--- src/rtl/cursor_pkg.sv ---
package cursor_pkg;

  typedef enum logic {
    PH_HIDE = 1'b0,
    PH_SHOW = 1'b1
  } blink_phase_e;

endpackage

--- src/rtl/cursor_blink_timer.sv ---
module cursor_blink_timer
  import cursor_pkg::*;
#(
  parameter int RATE_W = 5
) (
  input  logic              clk,
  input  logic              rst,
  input  logic              frame_strobe,
  input  logic [RATE_W-1:0] rate_i,
  output logic              visible_o
);

  localparam int CNT_W = RATE_W + 1;

  logic [RATE_W-1:0] cnt_q;
  blink_phase_e      phase_q;
  logic [CNT_W-1:0]  rate_eff;
  logic [CNT_W-1:0]  cnt_inc;
  logic              wrap;

  always_comb begin
    rate_eff = (rate_i == '0) ? CNT_W'(1) : {1'b0, rate_i};
    cnt_inc  = {1'b0, cnt_q} + CNT_W'(1);
    wrap     = (cnt_inc >= rate_eff);
  end

  always_ff @(posedge clk) begin
    if (rst) begin
      cnt_q   <= '0;
      phase_q <= PH_SHOW;
    end else if (frame_strobe) begin
      if (wrap) begin
        cnt_q   <= '0;
        phase_q <= (phase_q == PH_SHOW) ? PH_HIDE : PH_SHOW;
      end else begin
        cnt_q <= cnt_inc[RATE_W-1:0];
      end
    end
  end

  assign visible_o = (phase_q == PH_SHOW);


  reset_state_chk: assert property (@(posedge clk)
    rst |=> (phase_q == PH_SHOW && cnt_q == '0));


  phase_hold_chk: assert property (@(posedge clk) disable iff (rst)
    !frame_strobe |=> $stable(phase_q));


  zero_rate_chk: assert property (@(posedge clk) disable iff (rst)
    (frame_strobe && rate_i == '0) |=> (phase_q != $past(phase_q)));

endmodule

--- src/rtl/cursor_band_check.sv ---
module cursor_band_check #(
  parameter int LINE_W = 5
) (
  input  logic [LINE_W-1:0] line_i,
  input  logic [LINE_W-1:0] top_i,
  input  logic [LINE_W-1:0] bottom_i,
  input  logic [LINE_W-1:0] cell_m1_i,
  output logic              in_band_o
);

  logic below_top;
  logic above_bottom;
  logic past_cell;

  always_comb begin
    below_top    = (line_i < top_i);
    above_bottom = (line_i > bottom_i);
    past_cell    = (line_i > cell_m1_i);
    in_band_o    = !below_top && !above_bottom && !past_cell;
  end

endmodule

--- src/rtl/cursor_addr_match.sv ---
module cursor_addr_match #(
  parameter int ADDR_W = 16
) (
  input  logic [ADDR_W-1:0] a_i,
  input  logic [ADDR_W-1:0] b_i,
  output logic              eq_o
);

  logic [ADDR_W-1:0] bit_eq;

  for (genvar i = 0; i < ADDR_W; i++) begin : g_bit
    assign bit_eq[i] = ~(a_i[i] ^ b_i[i]);
  end

  assign eq_o = &bit_eq;

endmodule

--- src/rtl/cursor_overlay_gen.sv ---
module cursor_overlay_gen #(
  parameter int ADDR_W = 16,
  parameter int LINE_W = 5,
  parameter int RATE_W = 5
) (
  input  logic              clk,
  input  logic              rst,
  input  logic              csr_show,
  input  logic [LINE_W-1:0] csr_cell_m1,
  input  logic [LINE_W-1:0] csr_top,
  input  logic [LINE_W-1:0] csr_bottom,
  input  logic              csr_steady,
  input  logic [RATE_W-1:0] csr_period,
  input  logic [ADDR_W-1:0] csr_addr,
  input  logic [ADDR_W-1:0] char_addr,
  input  logic [LINE_W-1:0] scan_line,
  input  logic              frame_strobe,
  output logic              cursor_on
);

  logic addr_hit;
  logic line_hit;
  logic blink_vis;
  logic overlay_d;

  cursor_addr_match #(.ADDR_W(ADDR_W)) u_match (
    .a_i  (char_addr),
    .b_i  (csr_addr),
    .eq_o (addr_hit)
  );

  cursor_band_check #(.LINE_W(LINE_W)) u_band (
    .line_i    (scan_line),
    .top_i     (csr_top),
    .bottom_i  (csr_bottom),
    .cell_m1_i (csr_cell_m1),
    .in_band_o (line_hit)
  );

  cursor_blink_timer #(.RATE_W(RATE_W)) u_blink (
    .clk          (clk),
    .rst          (rst),
    .frame_strobe (frame_strobe),
    .rate_i       (csr_period),
    .visible_o    (blink_vis)
  );

  assign overlay_d = csr_show && addr_hit && line_hit && (csr_steady || blink_vis);

  always_ff @(posedge clk) begin
    if (rst) cursor_on <= 1'b0;
    else     cursor_on <= overlay_d;
  end


  hidden_chk: assert property (@(posedge clk) disable iff (rst)
    !csr_show |=> !cursor_on);


  addr_miss_chk: assert property (@(posedge clk) disable iff (rst)
    (char_addr != csr_addr) |=> !cursor_on);


  inverted_band_chk: assert property (@(posedge clk) disable iff (rst)
    (csr_top > csr_bottom) |=> !cursor_on);


  outside_cell_chk: assert property (@(posedge clk) disable iff (rst)
    (scan_line > csr_cell_m1) |=> !cursor_on);


  steady_on_chk: assert property (@(posedge clk) disable iff (rst)
    (csr_show && csr_steady && char_addr == csr_addr &&
     scan_line >= csr_top && scan_line <= csr_bottom &&
     scan_line <= csr_cell_m1) |=> cursor_on);

endmodule

--- config.mk ---
export PLATFORM = sky130hd
export DESIGN_NAME = cursor_overlay_gen
export DESIGN_NICKNAME = d
export VERILOG_FILES = /design/src/rtl/cursor_pkg.sv /design/src/rtl/cursor_blink_timer.sv /design/src/rtl/cursor_band_check.sv /design/src/rtl/cursor_addr_match.sv /design/src/rtl/cursor_overlay_gen.sv
export SDC_FILE = /design/constraint.sdc
export NUM_CORES = 1
export LEC_CHECK = 0
export BUFFER_PORTS_ARGS = -buffer_cell sky130_fd_sc_hd__buf_2
export CAP_MARGIN = 25
export CELL_PAD_IN_SITES_DETAIL_PLACEMENT = 1
export CELL_PAD_IN_SITES_GLOBAL_PLACEMENT = 2
export CORE_MARGIN = 2
export CORE_UTILIZATION = 24
export DETAILED_ROUTE_END_ITERATION = 10
export MAX_ROUTING_LAYER = met4
export PLACE_DENSITY = 0.82
export SLEW_MARGIN = 5
export SYNTH_ARGS = -nofsm -noshare
export SYNTH_HDL_FRONTEND = slang
export SYNTH_SLANG_ARGS = --single-unit
--- constraint.sdc ---
create_clock -name clk -period 5.6 [get_ports clk]
set_clock_uncertainty 0.2 [all_clocks]
set_input_delay 0.28 -clock clk [delete_from_list [all_inputs] [get_ports clk]]
set_output_delay 0.28 -clock clk [all_outputs]
set_load 0.02 [all_outputs]
Word level (Yosys, flattened, before mapping)
Index checks and enable logic that the tools add are counted.

word-level totals
  input port bits = 62
  register bits after elaboration = 7
  word-level logic and storage cells = 55

operators by class
  bitwise gates (word level) = 32
  reductions and logical operators = 12
  magnitude comparators = 4
  $add $sub $neg = 1
  multiplexer cells = 3

operator list
  cell                 number
  $not 1->1            16
  $reduce_and 16->1    1
  $xor 1x1->1          16
  $gt 5x5->1           2
  $mux 5               2
  $add 5x1->6 const B  1
  $ge 6x6->1           1
  $logic_and 1x1->1    5
  $logic_not 5->1      1
  $lt 5x5->1           1
  $logic_not 1->1      3
  $reduce_and 2->1     1
  $logic_or 1x1->1     1
  $mux 1               1

Logic depth before layout (Yosys ltp)
  depth after elaboration = 6
  gate-level depth with buffers = 9
  mapped depth without buffers = 8

By module
A second synthesis with hierarchy kept.

second synthesis, totals
  cells, all modules = 126
  area total of the unflattened synthesis = 1034.7 um2

modules (own cells, without submodules)
  module              cells an instance  seq. area each (um2)  area each (um2)  times used
  cursor_blink_timer  52                 120.1                 460.4            1
  cursor_band_check   49                 0.0                   360.3            1
  cursor_addr_match   21                 0.0                   177.7            1
  cursor_overlay_gen  4                  20.0                  36.3             1

Worst setup path before layout
Ideal clock, no wire load.

  kind = flip-flop to flip-flop
  start point = register u_blink.cnt_q[0]
  end point = register u_blink.phase_q, in the netlist u_blink.visible_o
  arrival time = 1.750 ns
  data required time = 5.328 ns
  stages on the path, launching flop included = 9
  clock period less this slack = 2.022 ns
  path slack = 3.578 ns
  buffers on the path = 0
  cells stage by stage = dfxtp_1 > ha_1 > nand3_1 > xnor2_1 > ha_1 > nand3_1 > o21a_1 > a21boi_2 > mux2i_1

between the ends
  longest elaborated chain between the ends = 3

RTL lines
  what                               RTL line                  text
  start: declaration                 cursor_blink_timer.sv:15  logic [RATE_W-1:0] cnt_q;
  start signal: assignment           cursor_blink_timer.sv:36  cnt_q <= cnt_inc[RATE_W-1:0];
  $add 5x1->6                        cursor_blink_timer.sv:23  cnt_inc = {1'b0, cnt_q} + CNT_W'(1);
  $ge 6x6->1                         cursor_blink_timer.sv:24  wrap = (cnt_inc >= rate_eff);
  $reduce_and 2->1 (no source line)  -
  end signal: assignment             cursor_blink_timer.sv:34  phase_q <= (phase_q == PH_SHOW) ? PH_HIDE : PH_SHOW;
  end: declaration                   cursor_blink_timer.sv:16  blink_phase_e phase_q;

No other way between the ends.
A chain may end at the register's enable or synchronous reset.

Final worst setup path
Same ends and word-level chain as after synthesis.

==> results.toml <==
[layout]
n_antenna_cell = 0
layout_commonest_cell = "buf_2"
multi_input_area_um2 = 782
syn_to_final_growth_pct = 39.3
seqCellArea_um2 = 140
layout.nets = 271
mostFrequentLayoutCells = "buf_2 (62), ha_1 (20), xnor2_1 (19)"
fillers = 536
layout-drive-gt1-share = 0.372

[routing]
routed_via_density = 4.39
wl_per_cell_um = 10.9
dr.pass1.iters = 3
drt_iter0_drc = 8
drc = 0
ant_nets = 0
num_vias = 1044
routed_wl_um = 2600

[logic_synthesis]
syn_avg_cell_area_um2 = 8.11
synth-edff-count = 0
async_reset_ff_frac = 0
synth.net_count = 207
synth_area_um2 = 1010
synth-seq-cells = 7
synth-warning-count = 0
ys.flop_type = "dfxtp_1"
synthCells = 125
yosysSeqAreaShare = 0.138
synth_cell_types = 33

[floorplanning]
coreArea_um2 = 4030
fp-row-count = 23
floorplan.initialDensity = 0.252
io_pins = 63
die_area_um2 = 4760
die_w_um = 69.0
die-height_um = 69.0

[clock_network]
ctsResizeCount = 0
ctsRootBufferMaster = "clkbuf_8"
cts_tree = "done"
cts_buffer_depth = 2
htree_levels = 1
cts_buffers = 3
path_clk_slew_ps = 40
postCtsSetupBuffers = 0
clock-sinks = 7
clock_latency_ps = 220
cts-hold-fix-buffers = 0

[grt]
grt.overflow.total = 0
grt_pass1_vias = 1013
grt_pass1_wl_um = 4100
grt_max_degree = 10
track_usage = 0.119
antenna_found_initial = 0

[power_and_ir_drop]
p_leak_nw = 0.747
ir_drop_v = 0.0000458
powerDensity_nw_per_um2 = 141

[critical_path]
startpoint = "u_blink.cnt_q[0]"
cp-end-kind = "flip-flop"
reg2reg_setup_slack_ps = 3420
reg2reg_from = "u_blink.cnt_q[0]"
path_class = "flip-flop to flip-flop"
critPathLaunchType = "flip-flop"
path_max_fanout = 5
crit_required_ps = 5560
arrival_ps = 2140
r2r-end = "u_blink.visible_o"
r2r_cells = 8

[timing]
setup_viol = 0
slew_violations = 0
grt_setup_unrepaired = "no"
period_minus_slack_ps = 2180
fmax_mhz = 458
slew_headroom = 0.816
finalCritPeriodShare = 0.390
tightest_slew_ps = 274
final.setup.tns_ps = 0
whs_ps = 163
hold_violations = 0

[worst_hold_path]
min_delay_worst_endpoint = "cursor_on"
hold_path_class = "primary input to flip-flop"
whs_path_depth = 4
holdCritStartpoint = "char_addr[2]"

[place]
gp_congestion = 0.726
io_buffers = 62
hpwl_um = 2420

[run]
drv_cap = 0

[outcome]
status = "complete, no violations"
-- through the flow --
step / total power [W] / worst slack, ps / std cells / utilization / area (um^2)
after detailed placement: 0.000133 / 3410 / 234 / 0.339 / 1370
final: 0.000199 / 3420 / 238 / 0.350 / 1410
after global routing: 0.000218 / 3250 / 238 / 0.350 / 1410
after global placement: 0.000132 / 3450 / 234 / 0.339 / 1370
after floorplan: 0.0000999 / 3580 / 125 / - / 1010
after CTS: 0.000205 / 3390 / 238 / 0.350 / 1410
-- flip-flops by register name, summed over array words and instances, names as in the netlist --
register	count
u_blink.cnt_q	5
cursor_on	1
u_blink.visible_o	1
-- layer usage --
metal  routed length, um  track usage  vias to the layer above  share of wire
met1                1150        0.156                      456           0.44
met2                1330        0.186                       27           0.51
met5                   0            -                        -              0
met3                  97            0                        2          0.037
li1                    -            -                      559              -
met4                  34       0.0662                        0          0.013
-- cells by family (layout without fill, tap and decap cells) --
kind of cell | after synthesis | count (layout) | synth area share
XOR/XNOR | 22 | 22 | 0.190
buffers and inverters | 22 | 85 | 0.0901
AO/OA/AOI/OAI | 20 | 20 | 0.132
multiplexers | 2 | 2 | 0.0198
AND/OR/NAND/NOR | 32 | 32 | 0.183
flip-flops | 7 | 7 | 0.138
adder cells (fa/ha/maj) | 20 | 20 | 0.247
-- layout make-up --
type                       count  share of cell area
timing repair buffer          62               0.220
inverter                      19              0.0505
sequential                     7              0.0993
multi-input combinational     96               0.554
tap                           50              0.0443
clock buffer                   4              0.0319
-- worst max-delay path, cell delays in order, from the launching register on --
cell	delay, ps
dfxtp_1	390
ha_1	260
nand3_1	110
xnor2_1	140
ha_1	290
nand3_1	70
o21a_1	190
a21boi_2	270
mux2i_1	200
-- how the worst max path moves through the flow --
stage,end,slack [ps],cells past startpoint
after global placement,u_blink.visible_o,3450,8
after floorplan,u_blink.visible_o,3580,8
after CTS,u_blink.visible_o,3390,8
final,u_blink.visible_o,3420,8
after global routing,u_blink.visible_o,3250,8
after detailed placement,u_blink.visible_o,3410,8
-- where the power goes --
| group | switching, W | leakage (nW) | internal, W |
|---|---|---|---|
| logic | 0.0000335 | 0.668 | 0.0000425 |
| registers | 0.00000239 | 0.0569 | 0.0000523 |
| clock network | 0.0000197 | 0.0228 | 0.0000491 |
| total | 0.0000556 | 0.747 | 0.000144 |
-- cells in the mapped netlist (2+ instances only) --
library cell | count | area, um^2
a21oi_1 | 6 | 30.0
o21a_1 | 2 | 15.0
nand4_1 | 6 | 37.5
nor3_1 | 4 | 20.0
nor2b_1 | 2 | 12.5
nand2b_1 | 2 | 12.5
a21o_1 | 2 | 15.0
nand3_1 | 6 | 30.0
nor2_1 | 3 | 11.3
o21ai_0 | 4 | 20.0
mux2i_1 | 2 | 20.0
dfxtp_1 | 7 | 140
inv_1 | 18 | 67.6
xor2_1 | 3 | 26.3
nand2_1 | 3 | 11.3
xnor2_1 | 19 | 166
ha_1 | 20 | 250
Note: power is estimated with default switching activity, not from simulation.
